**config.mk**
```make
export PLATFORM = sky130hd
export DESIGN_NAME = swallow_divider
export DESIGN_NICKNAME = d
export VERILOG_FILES = /design/src/rtl/swdiv_pkg.sv /design/src/rtl/ratio_fold.sv /design/src/rtl/swallow_ctr.sv /design/src/rtl/swallow_divider.sv
export SDC_FILE = /design/constraint.sdc
export NUM_CORES = 1
export LEC_CHECK = 0
export BUFFER_PORTS_ARGS = -buffer_cell sky130_fd_sc_hd__buf_2
export CAP_MARGIN = 5
export CORE_UTILIZATION = 25
export CTS_CLUSTER_SIZE = 40
export DETAILED_ROUTE_END_ITERATION = 7
export GPL_TIMING_DRIVEN = 0
export PLACE_DENSITY_LB_ADDON = 0.2
export REMOVE_ABC_BUFFERS = 1
export SKIP_LAST_GASP = 1
export SYNTH_ARGS = -nofsm -noshare
export SYNTH_HDL_FRONTEND = slang
export SYNTH_HIERARCHICAL = 1
export SYNTH_SLANG_ARGS = --single-unit
```
**constraint.sdc**
```tcl
create_clock -name clk -period 4.1 [get_ports clk]
set_input_delay 0.205 -clock clk [delete_from_list [all_inputs] [get_ports clk]]
set_output_delay 0.205 -clock clk [all_outputs]
set_load 0.01 [all_outputs]
```
**src/rtl/swdiv_pkg.sv**
```systemverilog
package swdiv_pkg;
  // prescaler divides by 2**PRE_LOG2 or 2**PRE_LOG2 + 1
  localparam int PRE_LOG2 = 4;
  localparam int PRE_DIV  = 1 << PRE_LOG2;
  localparam int S_MAX    = PRE_DIV - 1;
  // smallest ratio whose main count can always hold the largest swallow count
  localparam int MIN_RATIO = S_MAX * PRE_DIV;
endpackage

```
**src/rtl/ratio_fold.sv**
```systemverilog
module ratio_fold
  import swdiv_pkg::*;
#(
  parameter int NW = 10,
  parameter int OW = 3
) (
  input  logic [NW-1:0]          ratio_int,
  input  logic [OW-1:0]          sdm_off,
  output logic [NW-PRE_LOG2-1:0] p_cnt,
  output logic [PRE_LOG2-1:0]    s_cnt
);
  localparam int SW = NW + 2;
  localparam logic signed [SW-1:0] LO = SW'(MIN_RATIO);
  localparam logic signed [SW-1:0] HI = SW'((1 << NW) - 1);

  logic signed [SW-1:0] sum;
  logic [NW-1:0]        n_sat;

  always_comb begin
    sum = $signed({2'b00, ratio_int}) + $signed({{(SW-OW){sdm_off[OW-1]}}, sdm_off});
    if (sum < LO)      n_sat = NW'(MIN_RATIO);
    else if (sum > HI) n_sat = {NW{1'b1}};
    else               n_sat = sum[NW-1:0];
  end

  assign p_cnt = n_sat[NW-1:PRE_LOG2];
  assign s_cnt = n_sat[PRE_LOG2-1:0];
endmodule

```
**src/rtl/swallow_ctr.sv**
```systemverilog
module swallow_ctr
  import swdiv_pkg::*;
#(
  parameter int PW = 6
) (
  input  logic                clk,
  input  logic                rst,
  input  logic [PW-1:0]       p_new,
  input  logic [PRE_LOG2-1:0] s_new,
  output logic                mod_sel,
  output logic                term
);
  logic [PW-1:0]       cnt_q, cnt_n;
  logic [PW-1:0]       p_q, p_n;
  logic [PRE_LOG2-1:0] s_q, s_n;
  logic                mod_q, term_q;
  logic                reload;

  // counts are taken only when a period closes
  assign reload = term_q;

  always_comb begin
    cnt_n = reload ? '0    : cnt_q + 1'b1;
    p_n   = reload ? p_new : p_q;
    s_n   = reload ? s_new : s_q;
  end

  always_ff @(posedge clk) begin
    if (rst) begin
      cnt_q  <= '0;
      p_q    <= p_new;
      s_q    <= s_new;
      mod_q  <= (s_new != '0);
      term_q <= (p_new == PW'(1));
    end else begin
      cnt_q  <= cnt_n;
      p_q    <= p_n;
      s_q    <= s_n;
      mod_q  <= (cnt_n < PW'(s_n));
      term_q <= (cnt_n == p_n - 1'b1);
    end
  end

  assign mod_sel = mod_q;
  assign term    = term_q;
endmodule

```
**src/rtl/swallow_divider.sv**
```systemverilog
module swallow_divider
  import swdiv_pkg::*;
#(
  parameter int NW = 10,
  parameter int OW = 3
) (
  input  logic          clk,
  input  logic          rst,
  input  logic [NW-1:0] ratio_int,
  input  logic [OW-1:0] sdm_off,
  output logic          mod_sel,
  output logic          div_pulse
);
  localparam int PW = NW - PRE_LOG2;

  logic [PW-1:0]       p_cnt;
  logic [PRE_LOG2-1:0] s_cnt;

  ratio_fold #(.NW(NW), .OW(OW)) i_fold (
    .ratio_int (ratio_int),
    .sdm_off   (sdm_off),
    .p_cnt     (p_cnt),
    .s_cnt     (s_cnt)
  );

  swallow_ctr #(.PW(PW)) i_ctr (
    .clk     (clk),
    .rst     (rst),
    .p_new   (p_cnt),
    .s_new   (s_cnt),
    .mod_sel (mod_sel),
    .term    (div_pulse)
  );
endmodule

```
==> After elaboration in Yosys (flattened, before gate mapping) <==
Index checks and enable logic that the tools add are counted.
{ "totals": {"ff_bits": 18, "output_inout_bits": 2} }
{ "op_classes": {"eq_ne": 2, "add_sub_neg": 3, "reduce_logical": 1, "mux": 9, "order_cmp": 3} }
{ "ops": {"columns": ["operator", "n"], "rows": [
  ["$mux 10", 2],
  ["$mux 6", 3],
  ["$add 11x3->12", 1],
  ["$gt 12x11->1 const B", 1],
  ["$lt 12x9->1 const B", 1],
  ["$mux 4", 2],
  ["$add 6x1->6 const B", 1],
  ["$eq 6x1->1 const B", 1],
  ["$eq 6x6->1", 1],
  ["$lt 6x4->1", 1],
  ["$sub 6x1->6 const B", 1],
  ["$reduce_bool 4->1", 1],
  ["$mux 1", 2]
]} }

==> Longest topological paths before layout <==
Gate-level depths: netlist of the first run.
{ "logic_depth": {"depth_word": 8, "depth_mapped": 16, "ltp_nobuf": 16} }

==> Modules after synthesis <==
Netlist of the first run, hierarchy kept.
{ "by_module_without_submodules": {"columns": ["mod", "cells_each", "seq_area_each_um2", "n_inst", "area_each_um2"], "rows": [
  ["swallow_ctr", 108, 360.3, 1, 1063.5],
  ["ratio_fold", 92, 0.0, 1, 694.4]
]} }

==> Least setup slack after synthesis of the first run <==
Ideal clock, no wire load.
{ "synth_timing": {"path_kind": "input to register", "from": "input ratio_int[0]", "to": "register i_ctr.term_q, in the netlist i_ctr/term", "stages": 16, "path_buffers": 0, "setup_slack_ps": 691, "t_arrival_ps": 3334, "path_cell_list": "ha_1 > inv_1 > fa_1 > nand2b_1 > a2111oi_0 > a311o_1 > o21ai_1 > o311ai_1 > nand3_1 > mux2i_1 > ha_1 > mux2_2 > a22oi_1 > a2111oi_0 > nand4_1 > o22ai_1"} }
{ "synth_between": {"elab_chain_cells": 8} }
{ "synth_lines": {"columns": ["element", "line_no", "rtl"], "rows": [
  ["start: declaration", "swallow_divider.sv:9", "input logic [NW-1:0] ratio_int,"],
  ["$add 11x3->12 (*)", "ratio_fold.sv:20", "sum = $signed({2'b00, ratio_int}) + $signed({{(SW-OW){sdm_off[OW-1]}}, sdm_off});"],
  ["$gt 12x11->1", "ratio_fold.sv:22", "else if (sum > HI) n_sat = {NW{1'b1}};"],
  ["$mux 10", "ratio_fold.sv:22", null],
  ["$mux 10 (*)", "ratio_fold.sv:21", "if (sum < LO) n_sat = NW'(MIN_RATIO);"],
  ["named net p_cnt[0]", "swallow_divider.sv:16", "logic [PW-1:0] p_cnt;"],
  ["$mux 6", "swallow_ctr.sv:24", "p_n = reload ? p_new : p_q;"],
  ["$sub 6x1->6", "swallow_ctr.sv:40", "term_q <= (cnt_n == p_n - 1'b1);"],
  ["$eq 6x6->1", "swallow_ctr.sv:40", null],
  ["$mux 1 (*)", "swallow_ctr.sv:29", "if (rst) begin"],
  ["end signal: assignment", "swallow_ctr.sv:34", "term_q <= (p_new == PW'(1));"],
  ["end signal: assignment", "swallow_ctr.sv:40", null],
  ["end: declaration", "swallow_ctr.sv:16", "logic mod_q, term_q;"]
]} }
Mark *: on every way through the listed nets, which the timed path passes. The rest lies on a longest branch.
A chain may end at the register's enable or synchronous reset.

==> Worst setup path after layout of the first run <==
Ends and elaborated chain as after synthesis.

==> results of run 1 <==
## where the power goes
group | internal (W) | leakage [nW] | total [W] | switching [W]
clock | 0.0000853 | 0.0288 | 0.000147 | 0.0000614
sequential | 0.000200 | 0.149 | 0.000218 | 0.0000175
combinational | 0.000109 | 0.611 | 0.000244 | 0.000134
## layout by cell type (no fill, tap or decap), types with 4 or more instances in the layout
cell,instances
a21oi_1,7
ha_1,16
mux2i_1,13
a21o_1,5
xor2_1,11
nor2_1,11
nand3_1,7
o21ai_0,6
nor3_1,10
inv_1,12
mux2_2,6
buf_2,16
nand2_1,7
xnor2_1,8
clkbuf_8,4
o22ai_1,5
dfxtp_1,18
## kinds of logic (layout without fill, tap and decap cells)
family / count (synthesis) / after routing / synth area share (%)
xor+xnor: 20 / 20 / 10.39
mux: 20 / 20 / 12.10
buf+inv: 21 / 32 / 6.191
flops: 18 / 18 / 20.50
fa+ha+maj: 17 / 17 / 12.53
simple gates: 52 / 52 / 16.23
compound gates: 52 / 52 / 22.07
## synthesized netlist by cell type, types with 2 or more instances
cell,n
nand2_1,7
o211ai_1,2
nor3b_1,2
xnor2_1,8
nor2b_1,3
inv_1,12
nor2_1,11
ha_1,16
o221ai_1,2
a31oi_1,2
buf_2,4
o21ai_0,6
nand3b_1,2
mux2_2,6
o22ai_1,5
a21oi_1,7
nand2b_1,3
nor3_1,10
a2111oi_0,2
dfxtp_1,18
a21o_1,5
nand3_1,7
o21ai_1,3
xor2_1,11
mux2i_1,13
buf_4,2
## state kept, by name, summed over array words and instances, names as in the netlist
register / count
i_ctr/s_q: 4
i_ctr/mod_sel: 1
i_ctr/p_q: 6
i_ctr/cnt_q: 6
i_ctr/term: 1
## worst max-delay path, cell delays in order
cell and delay [ns]:
buf_2 0.08, ha_1 0.19, inv_1 0.07, fa_1 0.39, nand2b_1 0.19, a2111oi_0 0.48, a311o_1 0.18, o21ai_1 0.09
o311ai_1 0.31, nand3_1 0.27, mux2i_1 0.25, ha_1 0.29, mux2_2 0.23, a22oi_1 0.06, a2111oi_0 0.38, nand4_1 0.15
o22ai_1 0.17
## cell type report
type	count	area (sq um)
clock buffers	4	55.05
well taps	96	120.1
inverters	12	45.04
fillers	727	4845
repair buffers	16	80.08
multi-input cells	161	1289
flip-flops and latches	18	360.3
## routing by layer
layer	vias to the layer above	part of all wire [%]	GRT usage, %
met4	0	1.1	2.727
met3	4	2.3	1.732
li1	768	-	-
met1	663	51	14.45
met5	-	0	0
met2	16	45	18.11
## through the flow
| stage | cell area [sq um] | hold WS [ns] | util, % | worst slack [ns] | cells |
|---|---|---|---|---|---|
| 2_1_floorplan | 1694 | 0.2761 | - | 0.6400 | 191 |
| 4_1_cts | 1949 | 0.3721 | 28.69 | 0.2992 | 307 |
| 3_5_place_dp | 1894 | 0.4777 | 27.88 | 0.03724 | 303 |
| 3_3_place_gp | 1894 | 0.4680 | 27.88 | 0.004263 | 303 |
| 5_1_grt | 1949 | 0.3875 | 28.69 | 0.05057 | 307 |
| 6_report | 1949 | 0.3664 | 28.69 | 0.2979 | 307 |
## path summary, 6_finish.rpt
check | from | to | slack, ns | cells after the start
worst max-delay path | ratio_int[0] | i_ctr/term | 0.30 | 17
worst min-delay path | rst | i_ctr/p_q[0] | 0.37 | 2
worst min register to register | i_ctr/s_q[0] | i_ctr/s_q[0] | 0.49 | 1
worst max register to register | i_ctr/term | i_ctr/term | 1.34 | 7
==> reports/metrics.cfg, run 1 <==
[floorplanning]
floorplan.initialDensity_pct=25.87
die_h_um=85.86
row_count=30
die_area_sq_um=7371
fp.dieW_um=85.86
ios=17
core_area_sq_um=6794

[global_routing]
grt_pass1_wl_um=6423
antenna_found_initial=0
grt_pass1_vias=1407
gr-usage-all-layers_pct=10.80
grt_max_degree=31
gr-total-overflow=0

[clock_network]
numClockSinks=18
htreeDepth=1
cts_setup_buffers=0
hold_buffers=0
clockRootBuffer=clkbuf_8
cts_tree=done
clk_latency_ns=0.25
cts_made_buffers=3
cts_max_path_buffers=2
clk_pin_slew_worst_paths_ns=0.07
cts_resized=0

[sta]
rsz0062_at_grt=no
setup-violations-final=0
period_minus_slack_ns=3.802
hold_viol_final=0
fin_skew_ns=0.001629
post-route-period-util_pct=92.73
max_freq_ghz=0.2630
slew_violations=0
fin_tns_setup_ns=0
tightest_slew_ns=1.140
slew_headroom_pct=23.90

[synth]
ys_seq_elements=18
synth-async-reset-ratio_pct=0
ys_warn_count=6
yosysSeqAreaShare_pct=20.50
synth_cell_types=57
synth_area_sq_um=1758
synth_area_per_cell_sq_um=8.790
yosys.area.top_type=dfxtp_1
netlist.area_leader.share_pct=20.50
synthFlopType=dfxtp_1
ys_top_cells_by_area=dfxtp_1, ha_1, mux2i_1
synth_edf_count=0
syn_inst=200

[routing]
routed-via-count=1451
ant_nets=0
first_iter_violations=53
vias_per_cell=4.726
drc=0
first_pass_iters=4
finalWirelength_um=3682
routedWlPerCell_um=11.99

[worst_setup_path]
worstSetupEndpointType=flip-flop
arrival_ns=3.99
crit_required_ns=4.28
cp-start-kind=input port
crit_type=input port to flip-flop
crit_fanout=5

[power]
p_leak_nw=0.7888
p_per_area_nw_per_um2=312.0
total_power_w=0.0006082
worst_ir_drop_vdd_mv=0.1028

[layout]
final_nets=244
area_growth_pct=10.89
drive_above_1_share_pct=16.11
diodes=0

[outcome]
status=finished clean

[placement]
io_buffers=16
dp.final_hpwl_um=2874
gp_congestion=0.8054

[hold_path]
hp-class=input port to flip-flop

[run]
drv_cap=0

Power figures use the tool's default switching activity.
==> run 2: changes to the inputs <==
--- a/config.mk
+++ b/config.mk
@@ -5,7 +5,7 @@
 export SDC_FILE = /design/constraint.sdc
 export NUM_CORES = 1
 export LEC_CHECK = 0
-export BUFFER_PORTS_ARGS = -buffer_cell sky130_fd_sc_hd__buf_2
+export BUFFER_PORTS_ARGS = -buffer_cell sky130_fd_sc_hd__clkbuf_2
 export CAP_MARGIN = 5
 export CORE_UTILIZATION = 25
 export CTS_CLUSTER_SIZE = 40
==> run 2 against run 1 <==
Compared with the run above: flip-flop and latch count is the same; die area is the same; clock power about the same; maximum frequency is 2.0% higher; core utilization grew 0.092 points; clock skew grew 0.0030 ns; sequential power hardly changed; final cell count unchanged; combinational power about the same; cell area up 0.32%; non-clock buffer count unchanged; power grew 0.37%; critical endpoint unchanged; largest cell class unchanged; largest power group unchanged; highest routed layer unchanged.
==> reports/metrics.cfg, run 2 (synthesis gave the netlist of run 1 again) <==
[outcome]
status=finished clean

[layout]
multi_input_area_sq_um=1295
layout_commonest_cell=dfxtp_1
diodes=0
largest_registers=i_ctr/cnt_q (6), i_ctr/p_q (6), i_ctr/s_q (4)
regArea_sq_um=360.3
final_cell_mix=dfxtp_1, ha_1, clkbuf_2, mux2i_1, inv_1
drive_above_1_share_pct=16.59
finish.instance_area_sq_um=1956
final_nets=244
fill_cells=739
fin_util_pct=28.78
area_growth_pct=11.25

[placement]
dpl-instance-area_sq_um=1894
gp_congestion=0.7978
io_buffers=16
place_ws_ns=-0.005726
dp.final_hpwl_um=2905

[routing]
first_pass_iters=4
routed-via-count=1471
drc=0
vias_per_cell=4.792
finalWirelength_um=3716
routedWlPerCell_um=12.10
ant_nets=0
first_iter_violations=86

[sta]
setup-violations-final=0
fin_hold_ws_ns=0.4092
slew_headroom_pct=24.84
rsz0062_at_grt=no
fin_tns_setup_ns=0
tightest_slew_ns=1.126
fin_skew_ns=0.004590
worst_slack_ns=0.3741
hold_viol_final=0
slew_violations=0
max_freq_ghz=0.2684
period_minus_slack_ns=3.726
post-route-period-util_pct=90.88

[hold_path]
hp-class=input port to flip-flop
min_path_cells=2

[global_routing]
grt_pass1_wl_um=6423
gr-total-overflow=0
grt_max_degree=31
antenna_found_initial=0
gr-usage-all-layers_pct=10.69
grt_pass1_vias=1399

[power]
p_per_area_nw_per_um2=312.1
worst_ir_drop_vdd_mv=0.07522
p_leak_nw=0.7922

[worst_setup_path]
crit_type=input port to flip-flop
ff2ff_path_depth=7
crit_fanout=5
crit_required_ns=4.28
arrival_ns=3.91
worstSetupEndpointType=flip-flop
cp-start-kind=input port

[floorplanning]
die_area_sq_um=7371
fp.dieW_um=85.86
ios=17
floorplan.initialDensity_pct=25.87
row_count=30
die_h_um=85.86
core_area_sq_um=6794

[clock_network]
cts_tree=done
numClockSinks=18
clk_latency_ns=0.25
clockRootBuffer=clkbuf_8
clk_pin_slew_worst_paths_ns=0.08
cts_made_buffers=3
cts_max_path_buffers=2
cts_setup_buffers=0
htreeDepth=1

[run]
drv_cap=0

==> run 2: cell count changes in the layout (fill, tap and decap cells not counted) <==
cell	change
buf_2	-16
clkbuf_2	+16
a2111oi_0	-1
a2111oi_1	+1
a211oi_1	-1
a211oi_2	+1
==> run 2: timing repair <==
| action | in CTS | in global routing |
|---|---|---|
| setup endpoints to repair | 0 | 1 |
| resized for setup | 0 | 2 |
| hold buffers | 0 | 0 |
==> run 2: per-layer routing <==
metal	global-route usage, %	wire length [um]	share of wire (%)
met3	1.251	85	2.3
met1	14.59	1918	52
met2	18.11	1685	45
met5	0	0	0
met4	2.273	26	0.70
==> run 2: layout make-up <==
type	instances	share of cell area (%)
Inverter	12	2.303
Clock buffer	4	2.815
Timing Repair Buffer	16	4.095
Multi-Input combinational cell	161	66.22
Tap cell	96	6.142
Sequential cell	18	18.43
==> run 2: power breakdown <==
part	leakage, nW	switching [W]	internal (W)
combinational	0.615	0.000134	0.000109
clock	0.0288	0.0000638	0.0000853
sequential	0.149	0.0000172	0.000200
total	0.792	0.000215	0.000395
==> run 2: worst max-delay path, stage by stage <==
cell and delay [ns]:
clkbuf_2 0.08, ha_1 0.20, inv_1 0.07, fa_1 0.39, nand2b_1 0.20, a2111oi_1 0.40, a311o_1 0.17, o21ai_1 0.09
o311ai_1 0.31, nand3_1 0.26, mux2i_1 0.25, ha_1 0.29, mux2_2 0.23, a22oi_1 0.05, a2111oi_0 0.38, nand4_1 0.15
o22ai_1 0.17
==> run 2: worst paths after layout <==
| kind | slack [ns] | to | from |
|---|---|---|---|
| worst max-delay path | 0.37 | i_ctr/term | ratio_int[0] |
| worst min-delay path | 0.41 | i_ctr/cnt_q[1] | rst |
| worst max register to register | 1.34 | i_ctr/term | i_ctr/term |
| worst min register to register | 0.50 | i_ctr/s_q[0] | i_ctr/s_q[0] |
==> run 2: stage by stage <==
stage,cells,power [W]
2_1_floorplan,191,0.0004093
3_3_place_gp,303,0.0004644
3_5_place_dp,303,0.0004655
4_1_cts,307,0.0006166
5_1_grt,307,0.0006615
6_report,307,0.0006104
==> run 3: changes to the inputs <==
--- a/config.mk
+++ b/config.mk
@@ -5,6 +5,7 @@
 export SDC_FILE = /design/constraint.sdc
 export NUM_CORES = 1
 export LEC_CHECK = 0
+export ABC_AREA = 1
 export BUFFER_PORTS_ARGS = -buffer_cell sky130_fd_sc_hd__clkbuf_2
 export CAP_MARGIN = 5
 export CORE_UTILIZATION = 25
==> run 3 against run 2 <==
Compared with the run above: combinational power increased by 18%; count of clock-buffer cells in the layout stayed put; largest cell class unchanged; register-to-register slack better by 0.33 ns; highest routed layer unchanged; flip-flop and latch count is the same.
==> reports/metrics.cfg, run 3 <==
[outcome]
status=finished clean

[synth]
yosys.area.top_type=nand2_1
synth-async-reset-ratio_pct=0
synth_cell_types=34
synth_commonest_cells=nand2_1, inv_1, nor2_1, nand3_1, dfxtp_1
ys_seq_elements=18
synthFlopType=dfxtp_1
synth_area_per_cell_sq_um=6.009
ys_warn_count=6
syn_inst=334
synth_area_sq_um=2007
synth_edf_count=0
ys_top_cells_by_area=nand2_1, dfxtp_1, ha_1
synth.most_common_cell=nand2_1
yosysSeqAreaShare_pct=17.96
netlist.area_leader.share_pct=20.76

[global_routing]
gr-total-overflow=0
use_met2_pct=22.31
grt_busiest_layer=met2
met3_usage_pct=1.005
grt_max_degree=28
gr-usage-all-layers_pct=12.34
grt_pass1_vias=1936
grt_pass1_wl_um=8549
gr-usage-met1_pct=15.90
antenna_found_initial=0

[floorplanning]
floorplan.initialDensity_pct=25.97
die_h_um=91.60
fp.dieW_um=91.60
die_area_sq_um=8390
row_count=32
core_area_sq_um=7727
ios=17

[worst_setup_path]
path_common_cell=nand2_1
worst_path_max_delay_cell=ha_1
crit_path_cell_trace=clkbuf_2 -> ha_1 -> a21oi_1 -> nor2_1 -> nor2_1 -> nand2_1 -> nand2_1 -> nand2_1 -> nor2_1 -> nand2_1 -> nand3_1 -> inv_1 -> nand2_1 -> nand2_1 -> ha_1 -> inv_1 -> nand2_1 -> nand4_1 -> nor2_1 -> nand2_1 -> nor2_1 -> nand2_1 -> nand2_1
crit_fanout=13
timing.rr.start=i_ctr/term
cp-start-kind=input port
ff2ff_setup_slack_ns=1.67
endpoint=i_ctr/term
ff2ff_path_depth=12
crit_type=input port to flip-flop
crit_required_ns=4.30
worstSetupEndpointType=flip-flop
r2r_end=i_ctr/term
max_stage_delay_ns=0.40
startpoint=sdm_off[2]
arrival_ns=3.26

[layout]
layout_commonest_cell=nand2_1
area_growth_pct=10.85
diodes=0
fin_util_pct=28.79
largest_registers=i_ctr/cnt_q (6), i_ctr/p_q (6), i_ctr/s_q (4)
finish.instance_area_sq_um=2225
final_nets=381
final_cell_mix=nand2_1, inv_1, nor2_1, nand3_1, dfxtp_1
drive_above_1_share_pct=14.66

[clock_network]
cts_resized=0
cts_tree=done
htreeDepth=1
numClockSinks=18
clk_latency_ns=0.26
clk_pin_slew_worst_paths_ns=0.08
hold_buffers=0
cts_max_path_buffers=2
cts_made_buffers=3
cts_setup_buffers=0
clockRootBuffer=clkbuf_8

[sta]
post-route-period-util_pct=74.45
fin_skew_ns=0.001907
max_freq_ghz=0.3276
tightest_slew_ns=0.9007
worst_slack_ns=1.047
hold_viol_final=0
slew_headroom_pct=39.87
fin_tns_setup_ns=0
slew_violations=0
setup-violations-final=0
period_minus_slack_ns=3.053
rsz0062_at_grt=no

[placement]
dp.final_hpwl_um=3797
place_ws_ns=0.7619
dpl-instance-area_sq_um=2170
gp_congestion=0.8033
io_buffers=16

[routing]
first_iter_violations=63
drc=0
routed-via-count=1958
first_pass_iters=4
ant_nets=0
vias_per_cell=4.351
finalWirelength_um=4583
routedWlPerCell_um=10.18

[power]
p_per_area_nw_per_um2=292.4
worst_ir_drop_vdd_mv=0.08208
p_leak_nw=1.205

[hold_path]
hp-class=input port to flip-flop

[run]
drv_cap=0

run 3: cell count changes after synthesis, moves of 6 or more:
| cell | delta |
|---|---|
| xnor2_1 | -6 |
| nor2_1 | +25 |
| nor3_1 | -9 |
| mux2i_1 | -10 |
| nand3_1 | +18 |
| nand2_2 | +13 |
| mux2_2 | -6 |
| inv_1 | +37 |
| nand2_1 | +104 |
| xor2_1 | -10 |
run 3: layout make-up:
class	count	area (sq um)
Fill cell	862	5503
Multi-Input combinational cell	259	1408
Sequential cell	18	360.3
Inverter	51	193.9
Tap cell	102	127.6
Timing Repair Buffer	16	80.08
Clock buffer	4	55.05
run 3: report_power, final:
| group | switching, W | leakage, nW | internal, W |
|---|---|---|---|
| clock | 0.0000672 | 0.0288 | 0.0000854 |
| combinational | 0.000184 | 1.03 | 0.000103 |
| sequential | 0.0000119 | 0.149 | 0.000199 |
run 3: stage by stage:
stage / cells / hold WS [ns] / total power [W]
after floorplan: 328 / 0.2774 / 0.0004349
after CTS: 450 / 0.4659 / 0.0006599
final: 450 / 0.4573 / 0.0006505
after global routing: 450 / 0.5090 / 0.0007219
after global placement: 446 / 0.4687 / 0.0005016
after detailed placement: 446 / 0.4761 / 0.0005040
run 3: routing by layer:
metal	share of wire, %	routed length, um
met5	0	0
met4	0.57	26
met3	1.9	89
met2	47	2156
met1	50	2311
run 3: worst min-delay path by stage:
stage                            start        endpoint  slack (ns)  depth (start not counted)
after CTS                          rst  i_ctr/cnt_q[2]        0.47                          2
after global routing               rst  i_ctr/cnt_q[3]        0.51                          2
after detailed placement  i_ctr/s_q[0]    i_ctr/s_q[0]        0.48                          2
after global placement    i_ctr/s_q[0]    i_ctr/s_q[0]        0.47                          2
final                              rst  i_ctr/cnt_q[1]        0.46                          2
after floorplan                    rst  i_ctr/cnt_q[0]        0.28                          1
run 3: kinds of logic after synthesis:
logic type,share of synthesized area (%)
and+or+nand+nor,47.51
DFF,17.96
xor gates and xnor gates,2.681
muxes,1.496
adders and majority gates,10.97
AOI/OAI and AO/OA,7.482
buffers and inverters,11.91
run 3: worst max-delay path, delay by kind of cell:
kind	cells	cell delay, ns
buf+inv	3	0.31
simple gates	17	1.64
compound gates	1	0.32
fa+ha+maj	2	0.76
